### src/rtl/sefi_wdog_pkg.sv
package sefi_wdog_pkg;

  typedef enum logic [2:0] {
    LAD_MON,
    LAD_PULSE,
    LAD_WAIT,
    LAD_RST,
    LAD_RWAIT,
    LAD_PWR,
    LAD_BOOT
  } lad_state_t;

  // register addresses (the kick/status/limit decode order is fixed by software)
  localparam int unsigned ADR_KICK  = 0;
  localparam int unsigned ADR_STAT  = 1;
  localparam int unsigned ADR_CHK   = 2;
  localparam int unsigned ADR_RESP  = 3;
  localparam int unsigned ADR_OFF   = 4;
  localparam int unsigned ADR_GRACE = 5;
  localparam int unsigned ADR_POL   = 6;
  localparam int unsigned ADR_MASK  = 7;
  localparam int unsigned ADR_PW0   = 8;

  localparam int unsigned STAT_RUNG_LSB = 8;

endpackage

### src/rtl/sefi_cfg_regs.sv
module sefi_cfg_regs
  import sefi_wdog_pkg::*;
#(
  parameter int unsigned N_IRQ     = 8,
  parameter int unsigned DW        = 16,
  parameter int unsigned AW        = 5,
  parameter int unsigned RW        = 4,
  parameter int unsigned CHK_DEF   = 1000,
  parameter int unsigned RESP_DEF  = 100,
  parameter int unsigned OFF_DEF   = 200,
  parameter int unsigned GRACE_DEF = 2000,
  parameter int unsigned PW_DEF    = 4
) (
  input  logic                       clk,
  input  logic                       rst_n,
  input  logic                       wr_en_i,
  input  logic [AW-1:0]              wr_addr_i,
  input  logic [DW-1:0]              wr_data_i,
  input  logic [AW-1:0]              rd_addr_i,
  output logic [DW-1:0]              rd_data_o,
  input  logic                       sefi_set_i,
  input  logic [RW-1:0]              rung_i,
  output logic                       kick_o,
  output logic [DW-1:0]              chk_lim_o,
  output logic [DW-1:0]              resp_lim_o,
  output logic [DW-1:0]              off_lim_o,
  output logic [DW-1:0]              grace_lim_o,
  output logic [N_IRQ-1:0]           pol_o,
  output logic [N_IRQ-1:0]           mask_o,
  output logic [N_IRQ-1:0][DW-1:0]   width_o,
  output logic                       flag_o
);

  logic [DW-1:0]            chk_q, resp_q, off_q, grace_q;
  logic [N_IRQ-1:0]         pol_q, mask_q;
  logic [N_IRQ-1:0][DW-1:0] width_q;
  logic                     flag_q;
  logic                     clr_req;

  assign kick_o  = wr_en_i && (wr_addr_i == AW'(ADR_KICK));
  assign clr_req = wr_en_i && (wr_addr_i == AW'(ADR_STAT)) && wr_data_i[0];

  always_ff @(posedge clk or negedge rst_n) begin
    if (!rst_n) begin
      chk_q   <= DW'(CHK_DEF);
      resp_q  <= DW'(RESP_DEF);
      off_q   <= DW'(OFF_DEF);
      grace_q <= DW'(GRACE_DEF);
      pol_q   <= '1;
      mask_q  <= '1;
      for (int i = 0; i < N_IRQ; i++) width_q[i] <= DW'(PW_DEF);
    end else if (wr_en_i) begin
      case (wr_addr_i)
        AW'(ADR_CHK):   chk_q   <= wr_data_i;
        AW'(ADR_RESP):  resp_q  <= wr_data_i;
        AW'(ADR_OFF):   off_q   <= wr_data_i;
        AW'(ADR_GRACE): grace_q <= wr_data_i;
        AW'(ADR_POL):   pol_q   <= wr_data_i[N_IRQ-1:0];
        AW'(ADR_MASK):  mask_q  <= wr_data_i[N_IRQ-1:0];
        default: ;
      endcase
      for (int i = 0; i < N_IRQ; i++) begin
        if (wr_addr_i == AW'(ADR_PW0 + i)) width_q[i] <= wr_data_i;
      end
    end
  end

  // sticky flag: a new declaration wins over a same-cycle clear
  always_ff @(posedge clk or negedge rst_n) begin
    if (!rst_n)          flag_q <= 1'b0;
    else if (sefi_set_i) flag_q <= 1'b1;
    else if (clr_req)    flag_q <= 1'b0;
  end

  always_comb begin
    rd_data_o = '0;
    case (rd_addr_i)
      AW'(ADR_STAT): begin
        rd_data_o[0] = flag_q;
        rd_data_o[STAT_RUNG_LSB +: RW] = rung_i;
      end
      AW'(ADR_CHK):   rd_data_o = chk_q;
      AW'(ADR_RESP):  rd_data_o = resp_q;
      AW'(ADR_OFF):   rd_data_o = off_q;
      AW'(ADR_GRACE): rd_data_o = grace_q;
      AW'(ADR_POL):   rd_data_o[N_IRQ-1:0] = pol_q;
      AW'(ADR_MASK):  rd_data_o[N_IRQ-1:0] = mask_q;
      default: ;
    endcase
    for (int i = 0; i < N_IRQ; i++) begin
      if (rd_addr_i == AW'(ADR_PW0 + i)) rd_data_o = width_q[i];
    end
  end

  assign chk_lim_o   = chk_q;
  assign resp_lim_o  = resp_q;
  assign off_lim_o   = off_q;
  assign grace_lim_o = grace_q;
  assign pol_o       = pol_q;
  assign mask_o      = mask_q;
  assign width_o     = width_q;
  assign flag_o      = flag_q;

endmodule

### src/rtl/sefi_irq_pulse.sv
module sefi_irq_pulse #(
  parameter int unsigned DW = 16
) (
  input  logic          clk,
  input  logic          rst_n,
  input  logic          fire_i,
  input  logic          clear_i,
  input  logic          pol_i,
  input  logic [DW-1:0] width_i,
  output logic          irq_o,
  output logic          done_o
);

  logic [DW-1:0] left_q;

  always_ff @(posedge clk or negedge rst_n) begin
    if (!rst_n)              left_q <= '0;
    else if (clear_i)        left_q <= '0;
    else if (fire_i)         left_q <= (width_i == '0) ? DW'(1) : width_i;
    else if (left_q != '0)   left_q <= left_q - DW'(1);
  end

  assign irq_o  = (left_q != '0) ? pol_i : ~pol_i;
  assign done_o = (left_q == DW'(1));

endmodule

### src/rtl/sefi_ladder.sv
module sefi_ladder
  import sefi_wdog_pkg::*;
#(
  parameter int unsigned N_IRQ   = 8,
  parameter int unsigned DW      = 16,
  parameter int unsigned RW      = 4,
  parameter int unsigned RST_LEN = 16
) (
  input  logic             clk,
  input  logic             rst_n,
  input  logic             ext_rst_i,
  input  logic             kick_i,
  input  logic [N_IRQ-1:0] mask_i,
  input  logic [N_IRQ-1:0] done_i,
  input  logic [DW-1:0]    chk_lim_i,
  input  logic [DW-1:0]    resp_lim_i,
  input  logic [DW-1:0]    off_lim_i,
  input  logic [DW-1:0]    grace_lim_i,
  output logic [N_IRQ-1:0] fire_o,
  output logic             abort_o,
  output logic             cpu_rst_o,
  output logic             pwr_o,
  output logic             sefi_set_o,
  output logic [RW-1:0]    rung_o
);

  localparam logic [RW-1:0] RUNG_RST = RW'(N_IRQ);
  localparam logic [RW-1:0] RUNG_PWR = RW'(N_IRQ + 1);
  localparam logic [DW-1:0] RST_LAST = DW'(RST_LEN - 1);

  lad_state_t       st_q, st_n;
  logic [DW-1:0]    cnt_q, cnt_n;
  logic [RW-1:0]    rung_q, rung_n;

  logic             first_ok, next_ok, sel_done;
  logic [RW-1:0]    first_idx, next_idx;
  logic [N_IRQ-1:0] first_oh, next_oh;

  // lowest enabled rung overall, and lowest enabled rung above the current one
  always_comb begin
    first_ok = 1'b0; first_idx = '0; first_oh = '0;
    next_ok  = 1'b0; next_idx  = '0; next_oh  = '0;
    for (int i = N_IRQ - 1; i >= 0; i--) begin
      if (mask_i[i]) begin
        first_ok  = 1'b1;
        first_idx = RW'(i);
        first_oh  = '0;
        first_oh[i] = 1'b1;
      end
      if (mask_i[i] && (RW'(i) > rung_q)) begin
        next_ok  = 1'b1;
        next_idx = RW'(i);
        next_oh  = '0;
        next_oh[i] = 1'b1;
      end
    end
  end

  always_comb begin
    sel_done = 1'b0;
    for (int i = 0; i < N_IRQ; i++) begin
      if (rung_q == RW'(i)) sel_done = done_i[i];
    end
  end

  always_comb begin
    st_n       = st_q;
    cnt_n      = cnt_q + DW'(1);
    rung_n     = rung_q;
    fire_o     = '0;
    abort_o    = 1'b0;
    sefi_set_o = 1'b0;
    if (ext_rst_i || (kick_i && (st_q != LAD_MON))) begin
      st_n    = LAD_MON;
      cnt_n   = '0;
      abort_o = 1'b1;
    end else begin
      case (st_q)
        LAD_MON, LAD_BOOT: begin
          if (kick_i) begin
            st_n  = LAD_MON;
            cnt_n = '0;
          end else if (cnt_q >= ((st_q == LAD_MON) ? chk_lim_i : grace_lim_i)) begin
            sefi_set_o = 1'b1;
            cnt_n      = '0;
            if (first_ok) begin
              st_n   = LAD_PULSE;
              rung_n = first_idx;
              fire_o = first_oh;
            end else begin
              st_n   = LAD_RST;
              rung_n = RUNG_RST;
            end
          end
        end
        LAD_PULSE: begin
          cnt_n = cnt_q;
          if (sel_done) begin
            st_n  = LAD_WAIT;
            cnt_n = '0;
          end
        end
        LAD_WAIT: begin
          if (cnt_q >= resp_lim_i) begin
            cnt_n = '0;
            if (next_ok) begin
              st_n   = LAD_PULSE;
              rung_n = next_idx;
              fire_o = next_oh;
            end else begin
              st_n   = LAD_RST;
              rung_n = RUNG_RST;
            end
          end
        end
        LAD_RST: begin
          if (cnt_q >= RST_LAST) begin
            st_n  = LAD_RWAIT;
            cnt_n = '0;
          end
        end
        LAD_RWAIT: begin
          if (cnt_q >= resp_lim_i) begin
            st_n   = LAD_PWR;
            cnt_n  = '0;
            rung_n = RUNG_PWR;
          end
        end
        LAD_PWR: begin
          if (cnt_q >= off_lim_i) begin
            st_n  = LAD_BOOT;
            cnt_n = '0;
          end
        end
        default: begin
          st_n  = LAD_MON;
          cnt_n = '0;
        end
      endcase
    end
  end

  always_ff @(posedge clk or negedge rst_n) begin
    if (!rst_n) begin
      st_q   <= LAD_MON;
      cnt_q  <= '0;
      rung_q <= '0;
    end else begin
      st_q   <= st_n;
      cnt_q  <= cnt_n;
      rung_q <= rung_n;
    end
  end

  assign cpu_rst_o = (st_q == LAD_RST);
  assign pwr_o     = (st_q == LAD_PWR);
  assign rung_o    = rung_q;

endmodule

### src/rtl/sefi_recovery_wdog.sv
module sefi_recovery_wdog
  import sefi_wdog_pkg::*;
#(
  parameter int unsigned N_IRQ     = 8,
  parameter int unsigned DW        = 16,
  parameter int unsigned AW        = 5,
  parameter int unsigned RST_LEN   = 16,
  parameter int unsigned CHK_DEF   = 1000,
  parameter int unsigned RESP_DEF  = 100,
  parameter int unsigned OFF_DEF   = 200,
  parameter int unsigned GRACE_DEF = 2000,
  parameter int unsigned PW_DEF    = 4
) (
  input  logic             clk,
  input  logic             rst_n,
  input  logic             ext_rst_i,
  input  logic             wr_en_i,
  input  logic [AW-1:0]    wr_addr_i,
  input  logic [DW-1:0]    wr_data_i,
  input  logic [AW-1:0]    rd_addr_i,
  output logic [DW-1:0]    rd_data_o,
  output logic [N_IRQ-1:0] irq_o,
  output logic             cpu_rst_o,
  output logic             pwr_cycle_o,
  output logic             sefi_flag_o
);

  localparam int unsigned RW = $clog2(N_IRQ + 2);

  logic                     kick_w, set_w, abort_w;
  logic [DW-1:0]            chk_w, resp_w, off_w, grace_w;
  logic [N_IRQ-1:0]         pol_w, mask_w, fire_w, done_w;
  logic [N_IRQ-1:0][DW-1:0] width_w;
  logic [RW-1:0]            rung_w;

  sefi_cfg_regs #(
    .N_IRQ(N_IRQ), .DW(DW), .AW(AW), .RW(RW),
    .CHK_DEF(CHK_DEF), .RESP_DEF(RESP_DEF), .OFF_DEF(OFF_DEF),
    .GRACE_DEF(GRACE_DEF), .PW_DEF(PW_DEF)
  ) regs_i (
    .clk(clk), .rst_n(rst_n),
    .wr_en_i(wr_en_i), .wr_addr_i(wr_addr_i), .wr_data_i(wr_data_i),
    .rd_addr_i(rd_addr_i), .rd_data_o(rd_data_o),
    .sefi_set_i(set_w), .rung_i(rung_w),
    .kick_o(kick_w), .chk_lim_o(chk_w), .resp_lim_o(resp_w),
    .off_lim_o(off_w), .grace_lim_o(grace_w),
    .pol_o(pol_w), .mask_o(mask_w), .width_o(width_w), .flag_o(sefi_flag_o)
  );

  sefi_ladder #(
    .N_IRQ(N_IRQ), .DW(DW), .RW(RW), .RST_LEN(RST_LEN)
  ) ladder_i (
    .clk(clk), .rst_n(rst_n), .ext_rst_i(ext_rst_i), .kick_i(kick_w),
    .mask_i(mask_w), .done_i(done_w),
    .chk_lim_i(chk_w), .resp_lim_i(resp_w), .off_lim_i(off_w), .grace_lim_i(grace_w),
    .fire_o(fire_w), .abort_o(abort_w), .cpu_rst_o(cpu_rst_o), .pwr_o(pwr_cycle_o),
    .sefi_set_o(set_w), .rung_o(rung_w)
  );

  for (genvar g = 0; g < N_IRQ; g++) begin : g_line
    sefi_irq_pulse #(.DW(DW)) pulse_i (
      .clk(clk), .rst_n(rst_n),
      .fire_i(fire_w[g]), .clear_i(abort_w),
      .pol_i(pol_w[g]), .width_i(width_w[g]),
      .irq_o(irq_o[g]), .done_o(done_w[g])
    );
  end

endmodule

### config.mk
export PLATFORM = sky130hd
export DESIGN_NAME = sefi_recovery_wdog
export DESIGN_NICKNAME = d
export VERILOG_FILES = /design/src/rtl/sefi_wdog_pkg.sv /design/src/rtl/sefi_cfg_regs.sv /design/src/rtl/sefi_irq_pulse.sv /design/src/rtl/sefi_ladder.sv /design/src/rtl/sefi_recovery_wdog.sv
export SDC_FILE = /design/constraint.sdc
export NUM_CORES = 1
export LEC_CHECK = 0
export BUFFER_PORTS_ARGS = -buffer_cell sky130_fd_sc_hd__buf_2
export CORE_MARGIN = 1
export CORE_UTILIZATION = 35
export CTS_BUF_LIST = sky130_fd_sc_hd__clkbuf_4
export CTS_CLUSTER_DIAMETER = 30
export DETAILED_ROUTE_END_ITERATION = 12
export GPL_TIMING_DRIVEN = 1
export HOLD_SLACK_MARGIN = 0.1
export PLACE_DENSITY = 0.61
export SLEW_MARGIN = 5
export SYNTH_ARGS = -nofsm -noshare
export SYNTH_HDL_FRONTEND = slang
export SYNTH_SLANG_ARGS = --single-unit
### constraint.sdc
create_clock -name clk -period 10.1 [get_ports clk]
set_clock_uncertainty 0.1 [all_clocks]
set_input_delay 2.02 -clock clk [delete_from_list [all_inputs] [get_ports clk]]
set_output_delay 2.02 -clock clk [all_outputs]
set_load 0.005 [all_outputs]
### Word level (Yosys, flattened, before mapping)

Cells that the tools add are included.

| word-level totals | value |
|---|---|
| flip-flop bits (word level) | 360 |
| bits of input ports | 30 |

| cells by class | value |
|---|---|
| $add $sub $neg | 9 |
| $lt $le $gt $ge | 12 |
| eq/ne operators | 61 |
| mux-type cells | 149 |
| bitwise gates (word level) | 9 |
| reductions and logical operators | 61 |

Operators with widths:

| kind | count |
|---|---|
| $mux 16 | 48 |
| $mux 8 | 22 |
| $eq 16x1->1 const B | 8 |
| $logic_not 16->1 | 8 |
| $reduce_bool 16->1 | 8 |
| $sub 16x1->16 const B | 8 |
| $eq 5x4->1 const B | 16 |
| $pmux 16 s5 | 1 |
| $mux 3 | 24 |
| $ge 16x16->1 | 3 |
| $pmux 7 s6 | 1 |
| $eq 5x3->1 const B | 8 |
| $mux 1 | 39 |
| $reduce_bool 3->1 | 10 |
| $reduce_and 2->1 | 14 |
| $mux 4 | 6 |
| $eq 5x2->1 const B | 4 |
| $pmux 4 s5 | 1 |
| $pmux 3 s6 | 1 |
| $add 16x1->16 const B | 1 |
| $eq 4x3->1 const B | 4 |
| $ge 16x4->1 const B | 1 |
| $gt 3x4->1 const A | 4 |
| $pmux 4 s4 | 1 |
| other kinds (25) | 60 |

### Longest topological paths before layout

Gate-level depths: netlist of the first run.

| depth | value |
|---|---|
| depth after elaboration | 16 |
| depth in mapped cells | 15 |
| depth with buffers taken out | 11 |

### Cells and area by module

A second synthesis of the first run with hierarchy kept.

| unflattened totals | value |
|---|---|
| cells, all modules | 2190 |
| area total of the unflattened synthesis | 22162.5 um^2 |

Modules (own cells, without submodules):

| module | instances | cells an instance | area each (um^2) | sequential area each (um^2) |
|---|---|---|---|---|
| sefi_cfg_regs | 1 | 853 | 10148.5 | 5282.6 |
| sefi_irq_pulse at g_line[0].pulse_i ... | 7 | 116 | 1097.3 | 400.4 |
| sefi_ladder | 1 | 410 | 3209.3 | 575.6 |
| sefi_irq_pulse at g_line[7].pulse_i | 1 | 115 | 1123.6 | 400.4 |

### Worst setup path after synthesis of the first run

No wires, ideal clock.

| timing | value |
|---|---|
| path type | input -> output |
| start point | in rd_addr_i[4] |
| end point | out rd_data_o[9] |
| arrival | 3.801 ns |
| slack | 4.179 ns |
| stages on the path | 8 |
| path through | clkbuf_1 > or3b_2 > nor3_1 > buf_2 > a22oi_1 > a31oi_1 > a21oi_1 > a41oi_1 |

| on the way | value |
|---|---|
| cells in the longest elaborated chain, start to end | 10 |
| elaborated cells on any way between the ends | 22 |
| classes of those cells | 13 x eq/ne; 9 x mux |

Ends and longest elaborated chain:

| element | RTL line | text |
|---|---|---|
| start, declared | sefi_recovery_wdog.sv:20 | `input logic [AW-1:0] rd_addr_i,` |
| $eq 5x3->1 (tied with other cells) | sefi_cfg_regs.sv:77 | `case (rd_addr_i)` |
| $pmux 4 s5 | sefi_cfg_regs.sv:77 |  |
| $mux 16 (7 in a row) | sefi_cfg_regs.sv:91 | `if (rd_addr_i == AW'(ADR_PW0 + i)) rd_data_o = width_q[i];` |
| $mux 16 (*) | sefi_cfg_regs.sv:91 |  |
| end, declared | sefi_recovery_wdog.sv:21 | `output logic [DW-1:0] rd_data_o,` |

Every way passes the cells marked *; elsewhere a longest branch is shown, timed or not.

### Worst setup path after layout of the first run

| timing | value |
|---|---|
| start point | in rd_addr_i[2] |
| end point | out rd_data_o[0] |

| on the way | value |
|---|---|
| cells in the longest elaborated chain, start to end | 10 |
| elaborated cells on any way between the ends | 24 |
| classes of those cells | 15 x eq/ne; 9 x mux |

Ends and longest elaborated chain:

| element | RTL line |
|---|---|
| $eq 5x3->1 (tied with other cells) | sefi_cfg_regs.sv:77 |
| $pmux 1 s7 | sefi_cfg_regs.sv:77 |
| $mux 16 (7 in a row) | sefi_cfg_regs.sv:91 |
| $mux 16 (*) | sefi_cfg_regs.sv:91 |

Marked as above.

==> results of run 1 <==
-- worst max path at each step --
stage | startpoint | end | slack (ns) | cells past startpoint
after detailed placement | rd_addr_i[2] | rd_data_o[0] | 2.93 | 10
after floorplan | rd_addr_i[4] | rd_data_o[9] | 4.18 | 8
after global routing | rd_addr_i[2] | rd_data_o[0] | 2.73 | 10
after CTS | rd_addr_i[2] | rd_data_o[0] | 2.92 | 10
final | rd_addr_i[2] | rd_data_o[0] | 2.86 | 10
after global placement | rd_addr_i[2] | rd_data_o[0] | 2.88 | 10
-- per-stage QoR --
stage	total power [W]	area [um2]	hold slack, ns	worst slack, ns	cells
floorplan	0.00368	20600	0.388	4.18	2060
global placement	0.00426	21600	0.421	2.88	2785
detailed placement	0.00432	21600	0.416	2.93	2785
CTS	0.00581	23000	0.439	2.92	2978
global route	0.00619	23000	0.462	2.73	2982
finish	0.00579	23000	0.439	2.86	2985
-- Yosys cell counts, types with 11 or more instances --
cell type | count | area, um2
dfrtp_1 | 318 | 7960
mux2_2 | 211 | 2380
nor2_1 | 174 | 653
nand2_1 | 172 | 646
clkbuf_1 | 86 | 323
nand3_1 | 79 | 395
a21oi_1 | 76 | 380
nor3_1 | 74 | 370
o21ai_0 | 68 | 340
ha_1 | 65 | 813
mux2i_1 | 63 | 631
inv_1 | 59 | 221
a22oi_1 | 58 | 435
nor4_1 | 58 | 363
xnor2_1 | 54 | 473
dfstp_2 | 42 | 1100
xor2_1 | 40 | 350
nand4_1 | 27 | 169
or3_1 | 24 | 150
a211oi_1 | 20 | 150
nor2b_1 | 20 | 125
buf_2 | 17 | 85.1
o31ai_1 | 17 | 128
a21o_1 | 15 | 113
nand2b_1 | 15 | 93.8
or4_1 | 15 | 113
a222oi_1 | 13 | 130
a211oi_2 | 11 | 138
buf_4 | 11 | 82.6
-- layout by cell type (no fill, tap or decap), types with 11 or more instances in the layout --
cell / n
a211oi_1: 20
a211oi_2: 11
a21o_1: 14
a21oi_1: 75
a222oi_1: 13
a22oi_1: 58
buf_2: 55
buf_4: 24
clkbuf_4: 144
clkinv_1: 32
dfrtp_1: 318
dfstp_2: 42
ha_1: 65
inv_1: 59
mux2_2: 211
mux2i_1: 63
nand2_1: 172
nand2b_1: 15
nand3_1: 79
nand4_1: 27
nor2_1: 174
nor2b_1: 20
nor3_1: 72
nor4_1: 57
o21ai_0: 68
o31ai_1: 17
or3_1: 24
or4_1: 15
xnor2_1: 54
xor2_1: 40
-- area by class of cell --
type	instances	area, um2
diodes	7	17.5
clock buffers	144	1080
clock inverters	49	340
fillers	5810	34900
inverters	61	229
multi-input cells	1518	10900
flip-flops and latches	360	9060
well taps	765	957
repair buffers	81	490
-- kinds of logic (layout without fill, tap and decap cells) --
logic type | after synthesis | in the layout | share of synthesized area
other cells | 0 | 7 | 0
fa+ha+maj | 65 | 65 | 0.0394
xor+xnor | 94 | 94 | 0.0399
simple gates | 722 | 722 | 0.175
mux | 274 | 274 | 0.146
buf+inv | 182 | 335 | 0.0362
flops | 360 | 360 | 0.439
compound gates | 363 | 363 | 0.124
-- critical path: cells and delay by family --
family,cells,cell delay (ns)
and+or+nand+nor,2,1.30
AOI/OAI and AO/OA,6,1.41
buffers and inverters,2,0.40
-- flip-flops by register name, indices dropped and copies added, names as in the netlist --
| name | cells |
|---|---|
| regs_i.resp_lim_o | 16 |
| regs_i.off_lim_o | 16 |
| regs_i.flag_o | 1 |
| regs_i.pol_o | 8 |
| regs_i.width_o | 128 |
| regs_i.mask_o | 8 |
| ladder_i.st_q | 3 |
| ladder_i.rung_o | 4 |
| g_line.pulse_i.left_q | 128 |
| regs_i.chk_lim_o | 16 |
| regs_i.grace_lim_o | 16 |
| ladder_i.cnt_q | 16 |
-- layer usage --
layer | share of wire | up-vias
li1 | - | 7769
met1 | 0.44 | 8663
met2 | 0.45 | 718
met3 | 0.080 | 120
met4 | 0.025 | 0
met5 | 0 | -
-- where the power goes --
group          internal (W)  switching, W
combinational      0.000895       0.00113
clock              0.000792      0.000662
sequential          0.00181      0.000498
==> key figures, run 1 <==
Run status
  • Status: finished clean

Synth
  • Synthesized area per cell: 10.0 um2
  • Mapped Cells: 2060
  • Post-synth EDFFs: 0
  • Asr flop ratio synth: 1.00
  • Synth Net Count: 2155
  • Yosys warns: 0
  • Post-Syn Area: 0.0206 mm2
  • Netlist cell types: 79
  • Post-synth top flop: dfrtp_1
  • Register area share after synthesis: 0.439
  • Synth Register Bits: 360

STA
  • RSZ-0062 raised after global routing: false
  • Finish-stage setup viols: 0
  • Peak Freq: 138 MHz
  • Slew Viols, Final: 0
  • Period Utilization, post-route: 0.717
  • Setup TNS Final: 0 ns
  • Slew HR: 0.147
  • Final hold violation count: 0
  • Min Tclk post-route: 7.24 ns
  • Slew at the pin closest to its max-slew limit: 1.28 ns

Setup path
  • Crit-path cells: buf_2 -> or3b_1 -> nor3_2 -> a211oi_1 -> a311oi_1 -> a21oi_1 -> a22oi_1 -> a211oi_1 -> o21ai_1 -> buf_2
  • Worst path required time: 7.98 ns
  • Largest fanout on the critical path: 15
  • R2R depth: 12
  • Largest stage delay on the critical path: 0.80 ns
  • Critical path's slowest cell: nor3_2
  • CP Class: input port to output pin
  • FF-to-FF End: g_line[0].pulse_i.left_q[0]
  • Reg2reg setup slack: 5.28 ns
  • RR Startpoint: ladder_i.st_q[0]
  • Critical Path AT: 5.12 ns
  • Critical path startpoint category: input port
  • Crit end category: output pin

Pwr
  • Leak: 10.4 nW
  • Worst-case vdd ir drop: 0.0000905 V
  • PwrDens: 251 mW/mm2

CTS
  • Hold buffer count at cts: 0
  • CTS tree: done
  • CTS Buffer Depth: 3
  • CTS sink count: 360
  • Post_cts resized: 0
  • CTS Root Cell: clkbuf_4
  • Clock Latency Late Sink: 0.92 ns
  • Clock slew at reported path FFs: 0.07 ns
  • CTS buffer count: 105
  • Htree depth: 3
  • Setup repair bufs after CTS: 0

Floorplanning
  • I/O pins: 57
  • Die area: 0.0599 mm2
  • Num rows: 88
  • Die extent in y: 245 um
  • Floorplan die width: 245 um
  • Initial Utilization: 0.356
  • Core Area: 0.0579 mm2

Route
  • DRC Markers: 0
  • Routed WL: 71000 um
  • DR WL/cell: 23.8 um
  • DRT iter0 DRCs: 1830
  • DRT antenna net count: 0
  • Pre-antenna DRT Iters: 8
  • Via Count: 17.3k
  • DR vias/cell: 5.79

Placement
  • DPL Wire Length: 51600 um
  • Placer congestion estimate: 0.966
  • PortBufs: 56

Hold path
  • WHS Path Cells: 1
  • Worst hold start: regs_i.chk_lim_o[0]
  • Worst Hold Path EP: regs_i.chk_lim_o[0]
  • Hold Path Class: register to register

Final layout
  • Synth-to-layout area growth: 11.7%
  • Nets: 2222
  • Share of layout cells above drive strength 1: 0.246
  • Final Core Density: 0.398

Global routing
  • Initial antenna violation count: 4
  • Met3 usage: 0.0419
  • Grt peak-use layer: met2
  • Global route overflow: 0
  • Gr usage total: 0.238
  • Number of global-route vias before repair: 16.9k
  • Grt met1 use: 0.335
  • Pin count of the biggest net entering global routing: 165
  • GR Layer Usage met2: 0.366
  • First-pass GRT wire length: 107000 um

Run
  • Max-cap violation count: 0
(Power assumes the default switching activity.)
==> run 2, diff against run 1 <==
--- a/config.mk
+++ b/config.mk
@@ -13,7 +13,7 @@
 export DETAILED_ROUTE_END_ITERATION = 12
 export GPL_TIMING_DRIVEN = 1
 export HOLD_SLACK_MARGIN = 0.1
-export PLACE_DENSITY = 0.61
+export PLACE_DENSITY = 0.63
 export SLEW_MARGIN = 5
 export SYNTH_ARGS = -nofsm -noshare
 export SYNTH_HDL_FRONTEND = slang
==> constraint.sdc (replaced) <==
create_clock -name clk -period 6.63 [get_ports clk]
set_clock_uncertainty 0.1 [all_clocks]
set_input_delay 1.326 -clock clk [delete_from_list [all_inputs] [get_ports clk]]
set_output_delay 1.326 -clock clk [all_outputs]
set_load 0.005 [all_outputs]
==> run 2 against run 1 <==
  * Final area fell by 0.31%
  * Hold slack improved by 0.0020 ns
  * Global-route usage fell by 0.19 points
  * Count of clock-buffer cells in the layout rose by 6
  * Non-clock buffer count rose by 3
  * Sequential power rose by 52%
  * Worst setup slack got worse by 1.7 ns
  * Clock power rose by 44%
  * Largest power group unchanged
  * Highest routed layer unchanged
==> key figures, run 2 (synthesis results as in run 1) <==
Run status
  • Status: finished clean (unchanged)

Placement
  • Placer congestion estimate: 0.934 (was 0.966)
  • Dpl cell area: 0.0216 mm2 (about the same)
  • PortBufs: 56 (unchanged)
  • DPL Wire Length: 51200 um (was 51600 um)

Pwr
  • Worst-case vdd ir drop: 0.000147 V (was 0.0000905 V)
  • Total chip power: 0.00869 W (was 0.00579 W)
  • Comb pwr share: 0.353 (was 0.350)
  • Sequential Power Share: 0.406 (was 0.399)
  • NetSw: 0.00348 W (was 0.00229 W)
  • Sw Share: 0.401 (was 0.396)
  • Clock share of power: 0.241 (was 0.251)
  • PwrDens: 378 mW/mm2 (was 251 mW/mm2)
  • Leak: 10.4 nW (about the same)
  • Internal cell power: 0.00520 W (was 0.00350 W)

Route
  • DR vias/cell: 5.87 (was 5.79)
  • Routed WL: 70400 um (was 71000 um)
  • DRT antenna net count: 0 (unchanged)
  • DR WL/cell: 23.6 um (was 23.8 um)
  • Pre-antenna DRT Iters: 7 (was 8)
  • DRT iter0 DRCs: 1923 (was 1830)
  • DRC Markers: 0 (unchanged)
  • Via Count: 17.5k (was 17.3k)

STA
  • Slew HR: 0.103 (was 0.147)
  • Slew Viols, Final: 0 (unchanged)
  • Finish-stage setup viols: 0 (unchanged)
  • Peak Freq: 184 MHz
  • RSZ-0062 raised after global routing: false (unchanged)
  • Setup TNS Final: 0 ns (unchanged)
  • Period Utilization, post-route: 0.820
  • Hold Slack: 0.441 ns (was 0.439 ns)
  • Slew at the pin closest to its max-slew limit: 1.34 ns (was 1.28 ns)
  • Min Tclk post-route: 5.44 ns
  • Final hold violation count: 0 (unchanged)

CTS
  • Clock Latency Late Sink: 0.89 ns (was 0.92 ns)
  • Htree depth: 3 (unchanged)
  • Clock slew at reported path FFs: 0.06 ns (was 0.07 ns)
  • Setup repair bufs after CTS: 0 (unchanged)
  • CTS sink count: 360 (unchanged)
  • Post_cts resized: 0 (unchanged)
  • Hold buffer count at cts: 0 (unchanged)
  • CTS tree: done (unchanged)
  • CTS Buffer Depth: 3 (unchanged)
  • CTS Root Cell: clkbuf_4 (unchanged)
  • CTS buffer count: 103 (was 105)

Setup path
  • CP Class: input port to output pin (unchanged)
  • Worst path required time: 5.20 ns (was 7.98 ns)
  • Largest fanout on the critical path: 15 (unchanged)
  • Critical Path AT: 4.01 ns (was 5.12 ns)
  • Crit end category: output pin (unchanged)
  • Critical path startpoint category: input port (unchanged)

Floorplanning
  • Floorplan die width: 245 um (unchanged)
  • Die area: 0.0599 mm2 (unchanged)
  • Die extent in y: 245 um (unchanged)
  • Num rows: 88 (unchanged)
  • Initial Utilization: 0.356 (unchanged)
  • I/O pins: 57 (unchanged)
  • Core Area: 0.0579 mm2 (unchanged)

Global routing
  • First-pass GRT wire length: 107000 um (about the same)
  • Number of global-route vias before repair: 17.2k (was 16.9k)
  • Initial antenna violation count: 1 (was 4)
  • Global route overflow: 0 (unchanged)
  • Gr usage total: 0.236 (was 0.238)
  • Pin count of the biggest net entering global routing: 135 (was 165)

Final layout
  • Post-route cell area: 0.0230 mm2 (about the same)
  • Highest-count cells in the layout ignoring fill and taps: dfrtp_1 (318), mux2_2 (211), nor2_1 (174), nand2_1 (172), clkbuf_4 (150) (was dfrtp_1 (318), mux2_2 (211), nor2_1 (174), nand2_1 (172), clkbuf_4 (144))
  • Synth-to-layout area growth: 11.4% (was 11.7%)
  • Nets: 2223 (was 2222)
  • Share of layout cells above drive strength 1: 0.249 (was 0.246)
  • Final Core Density: 0.397 (was 0.398)
  • Commonest non-fill, non-tap cell in the layout: dfrtp_1 (unchanged)

Hold path
  • Hold Path Class: register to register (unchanged)

Run
  • Max-cap violation count: 0 (unchanged)
[run 2: final timing paths]
kind                                startpoint                           to  slack (ns)  cells past startpoint
min                        regs_i.chk_lim_o[1]          regs_i.chk_lim_o[1]        0.44                      1
max in group asynchronous                rst_n        regs_i.resp_lim_o[11]        4.65                      2
min in group asynchronous                rst_n  g_line[5].pulse_i.left_q[8]        0.47                      1
min reg2reg                regs_i.chk_lim_o[1]          regs_i.chk_lim_o[1]        0.44                      1
max                               rd_addr_i[1]                 rd_data_o[6]        1.19                     11
max reg2reg                   ladder_i.st_q[0]  g_line[0].pulse_i.left_q[0]        1.56                     13
[run 2: final cells by class]
cell class / instances / area [um2]
multi-input cells: 1518 / 10900
flip-flops and latches: 360 / 9060
repair buffers: 84 / 526
well taps: 765 / 957
clock buffers: 150 / 1130
clock inverters: 38 / 199
diodes: 3 / 7.51
inverters: 61 / 229
fillers: 5761 / 34900
[run 2: metal layers]
layer	routed length [um]	up-vias	GRT usage	part of all wire
li1	-	7774	-	-
met1	30400	8712	0.321	0.43
met2	31600	826	0.362	0.45
met3	5820	162	0.0470	0.083
met4	2580	0	0.102	0.037
met5	0	-	0	0
[run 2: per-stage QoR]
| stage | setup WS [ns] | instances |
|---|---|---|
| floorplan | 2.10 | 2060 |
| global placement | 1.26 | 2788 |
| detailed placement | 1.23 | 2788 |
| CTS | 1.24 | 2976 |
| global route | 1.11 | 2978 |
| finish | 1.19 | 2979 |
[run 2: worst max-delay path, cell delays in order]
cell and delay, ns:
buf_2 0.26, or3b_2 0.54, nor2_1 0.54, buf_4 0.27
a22oi_1 0.09, nand4_1 0.12, o21ai_0 0.13, nand2_1 0.14
o21ai_0 0.10, a31oi_1 0.32, buf_2 0.18
[run 2: power by group through the flow]
stage          Sequential [W]  Combinational [W]  Clock (W)
6_report              0.00352            0.00307    0.00209
5_1_grt               0.00358            0.00343    0.00226
4_1_cts               0.00349            0.00307    0.00214
3_5_place_dp          0.00352            0.00304          0
3_3_place_gp          0.00351            0.00295          0
2_1_floorplan         0.00317            0.00243          0
==> run 3, diff against run 2 <==
--- a/config.mk
+++ b/config.mk
@@ -5,6 +5,7 @@
 export SDC_FILE = /design/constraint.sdc
 export NUM_CORES = 1
 export LEC_CHECK = 0
+export ABC_AREA = 1
 export BUFFER_PORTS_ARGS = -buffer_cell sky130_fd_sc_hd__buf_2
 export CORE_MARGIN = 1
 export CORE_UTILIZATION = 35
==> constraint.sdc (replaced) <==
create_clock -name clk -period 4.6 [get_ports clk]
set_clock_uncertainty 0.1 [all_clocks]
set_input_delay 0.92 -clock clk [delete_from_list [all_inputs] [get_ports clk]]
set_output_delay 0.92 -clock clk [all_outputs]
set_load 0.005 [all_outputs]
==> run 3 against run 2 <==
  * Synthesized cell count rose by 45%
  * Non-clock buffer count fell by 3
  * Via count grew 19%
  * Wire length grew 7.0%
  * Combinational power is 69% higher
  * Global-route usage grew 0.056 points
  * Clock power grew 68%
  * Synthesized area increased by 6.9%
  * Count of clock-buffer cells in the layout is 13 higher
  * Worst setup slack got worse by 0.90 ns
==> key figures, run 3 <==
Route
  • Via Count: 20.8k (was 17.5k)
  • Pre-antenna DRT Iters: 6 (was 7)
  • DRC Markers: 0 (unchanged)
  • DR vias/cell: 5.20 (was 5.87)
  • DRT antenna net count: 0 (unchanged)
  • DR WL/cell: 18.9 um (was 23.6 um)
  • DRT iter0 DRCs: 2208 (was 1923)
  • Routed WL: 75400 um (was 70400 um)

CTS
  • Clock slew at reported path FFs: 0.07 ns (was 0.06 ns)
  • Htree depth: 3 (unchanged)
  • Clock Latency Late Sink: 0.94 ns (was 0.89 ns)
  • CTS buffer count: 108 (was 103)
  • Post_cts resized: 0 (unchanged)
  • Setup repair bufs after CTS: 0 (unchanged)
  • CTS tree: done (unchanged)
  • CTS Root Cell: clkbuf_4 (unchanged)
  • Hold buffer count at cts: 1 (was 0)
  • CTS sink count: 360 (unchanged)
  • CTS Buffer Depth: 3 (unchanged)

Synth
  • Post-synth top flop: dfrtp_1 (unchanged)
  • Post-synth EDFFs: 0 (unchanged)
  • Synthesized area per cell: 7.37 um2 (was 10.0 um2)
  • Most frequent cells after synthesis: nand2_1 (820), dfrtp_1 (318), nor2_1 (288) (was dfrtp_1 (318), mux2_2 (211), nor2_1 (174))
  • Netlist cell types: 52 (was 79)
  • Count leader, synth: nand2_1 (was dfrtp_1)
  • Area share of the largest cell type after synthesis: 0.361 (was 0.386)
  • Mapped Cells: 2993 (was 2060)
  • Synth top area cells: dfrtp_1 (36%), nand2_1 (14%), o21ai_0 (6.0%), nand3_1 (5.4%), dfstp_2 (5.0%) (was dfrtp_1 (39%), mux2_2 (12%), dfstp_2 (5.4%), ha_1 (3.9%), nor2_1 (3.2%))
  • Asr flop ratio synth: 1.00 (unchanged)
  • Register area share after synthesis: 0.411 (was 0.439)
  • Yosys warns: 0 (unchanged)
  • Synth Net Count: 3088 (was 2155)
  • Leading area contributor after synthesis: dfrtp_1 (unchanged)
  • Post-Syn Area: 0.0220 mm2 (was 0.0206 mm2)
  • Synth Register Bits: 360 (unchanged)

Final layout
  • Nets: 3152 (was 2223)
  • Synth-to-layout area growth: 11.6% (was 11.4%)
  • Fillers: 6530 (was 5761)
  • Highest-count cells in the layout ignoring fill and taps: nand2_1 (820), dfrtp_1 (318), nor2_1 (287), inv_1 (270), o21ai_0 (265) (was dfrtp_1 (318), mux2_2 (211), nor2_1 (174), nand2_1 (172), clkbuf_4 (150))
  • Share of layout cells above drive strength 1: 0.141 (was 0.249)
  • Fin cells: 3993 (was 2979)
  • Commonest non-fill, non-tap cell in the layout: nand2_1 (was dfrtp_1)

Setup path
  • Crit-path cells: buf_2 -> inv_1 -> nand3_1 -> nor2_1 -> inv_1 -> o21ai_0 -> nor2_1 -> nand2_1 -> nand2_1 -> nand4_1 -> nor2_1 -> nand4_1 -> buf_2 (was buf_2 -> or3b_2 -> nor2_1 -> buf_4 -> a22oi_1 -> nand4_1 -> o21ai_0 -> nand2_1 -> o21ai_0 -> a31oi_1 -> buf_2)
  • Worst path required time: 3.58 ns (was 5.20 ns)
  • Crit end category: output pin (unchanged)
  • Largest fanout on the critical path: 9 (was 15)
  • CP Class: input port to output pin (unchanged)
  • Reg2reg setup slack: 0.74 ns (was 1.56 ns)
  • Critical Path AT: 3.29 ns (was 4.01 ns)
  • R2R depth: 13 (unchanged)
  • FF-to-FF End: g_line[0].pulse_i.left_q[9] (was g_line[0].pulse_i.left_q[0])
  • Critical path startpoint category: input port (unchanged)
  • RR Startpoint: ladder_i.st_q[1] (was ladder_i.st_q[0])
  • Cell mode on critical path: nor2_1
  • Largest stage delay on the critical path: 0.59 ns (was 0.54 ns)
  • Critical path's slowest cell: nor2_1 (was or3b_2)

Pwr
  • Leak: 12.1 nW (was 10.4 nW)
  • Worst-case vdd ir drop: 0.000290 V (was 0.000147 V)
  • PwrDens: 555 mW/mm2 (was 378 mW/mm2)

Hold path
  • WHS Path Cells: 4 (was 1)
  • Worst hold start: wr_data_i[0] (was regs_i.chk_lim_o[1])
  • Worst Hold Path EP: regs_i.flag_o (was regs_i.chk_lim_o[1])
  • Hold Path Class: input port to register (was register to register)

Placement
  • Placer congestion estimate: 0.975 (was 0.934)
  • DPL Wire Length: 55000 um (was 51200 um)
  • PortBufs: 56 (unchanged)
  • Placed Instances: 3783 (was 2788)

STA
  • Period Utilization, post-route: 0.937
  • RSZ-0062 raised after global routing: false (unchanged)
  • Peak Freq: 232 MHz
  • Setup TNS Final: 0 ns (unchanged)
  • Final hold violation count: 0 (unchanged)
  • Min Tclk post-route: 4.31 ns
  • Slew HR: 0.155 (was 0.103)
  • Slew at the pin closest to its max-slew limit: 1.26 ns (was 1.34 ns)
  • Hold Slack: 0.281 ns (was 0.441 ns)
  • Finish-stage setup viols: 0 (unchanged)
  • Slew Viols, Final: 0 (unchanged)

Floorplanning
  • Initial Utilization: 0.356 (about the same)
  • I/O pins: 57 (unchanged)
  • Floorplan die width: 253 um (was 245 um)
  • Die area: 0.0640 mm2 (was 0.0599 mm2)
  • Core Area: 0.0619 mm2 (was 0.0579 mm2)
  • Die extent in y: 253 um (was 245 um)
  • Num rows: 91 (was 88)

Run
  • Max-cap violation count: 0 (unchanged)

Global routing
  • Global route overflow: 0 (unchanged)
  • Pin count of the biggest net entering global routing: 110 (was 135)
  • First-pass GRT wire length: 115000 um (was 107000 um)
  • Number of global-route vias before repair: 19.0k (was 17.2k)
  • Initial antenna violation count: 6 (was 1)
  • Gr usage total: 0.236 (about the same)

Run status
  • Status: finished clean (unchanged)
-- run 3: cell types whose count changed in the layout (fill, tap and decap cells not counted), moves of 113 or more --
cell | before | now
nand2_1 | 172 | 820
inv_1 | 59 | 270
mux2_2 | 211 | 0
o21ai_0 | 68 | 265
nor2_1 | 174 | 287
nand3_1 | 79 | 236
-- run 3: layout make-up --
| cell class | instances | area, um2 | area share |
|---|---|---|---|
| clock buffers | 163 | 1220 | 0.0497 |
| diodes | 4 | 10.0 | 0.000407 |
| flip-flops and latches | 360 | 9060 | 0.368 |
| repair buffers | 81 | 518 | 0.0210 |
| inverters | 289 | 1080 | 0.0441 |
| well taps | 837 | 1050 | 0.0425 |
| multi-input cells | 2217 | 11300 | 0.460 |
| clock inverters | 42 | 358 | 0.0145 |
-- run 3: worst max-delay path: cells and delay by family --
family,cells,cell delay [ns]
and+or+nand+nor,8,1.30
buffers and inverters,4,0.68
AOI/OAI and AO/OA,1,0.39
-- run 3: how the worst max path moves through the flow --
stage	start	end	slack [ns]
2_1_floorplan	rd_addr_i[4]	rd_data_o[9]	1.31
3_3_place_gp	rd_addr_i[4]	rd_data_o[5]	0.46
3_5_place_dp	rd_addr_i[4]	rd_data_o[3]	0.43
4_1_cts	rd_addr_i[4]	rd_data_o[5]	0.42
5_1_grt	rd_addr_i[4]	rd_data_o[3]	0.14
6_report	rd_addr_i[4]	rd_data_o[5]	0.29
-- run 3: report_power, final --
part	leakage (nW)	internal, W	switching [W]
Clock	0.944	0.00193	0.00158
Sequential	4.63	0.00401	0.000971
Combinational	6.51	0.00193	0.00326
Total	12.1	0.00786	0.00580
-- run 3: logic make-up after synthesis --
family,count (synthesis),share of synthesized area
simple gates,1590,0.314
compound gates,433,0.110
buf+inv,416,0.0764
flops,360,0.411
xor+xnor,124,0.0493
fa+ha+maj,65,0.0369
mux,5,0.00227
-- run 3: layer usage --
| metal | vias to the layer above | share of wire | global-route usage |
|---|---|---|---|
| li1 | 9965 | - | - |
| met1 | 9778 | 0.45 | 0.344 |
| met2 | 880 | 0.42 | 0.342 |
| met3 | 137 | 0.095 | 0.0490 |
| met4 | 4 | 0.029 | 0.0848 |
| met5 | - | 0.00034 | 0 |
-- run 3: stage by stage --
step / util / worst slack [ns] / power [W] / area, um2
floorplan: - / 1.31 / 0.00866 / 22000
global placement: 0.372 / 0.460 / 0.0100 / 23000
detailed placement: 0.372 / 0.434 / 0.0101 / 23000
CTS: 0.397 / 0.423 / 0.0137 / 24600
global route: 0.397 / 0.136 / 0.0147 / 24600
finish: 0.397 / 0.289 / 0.0137 / 24600
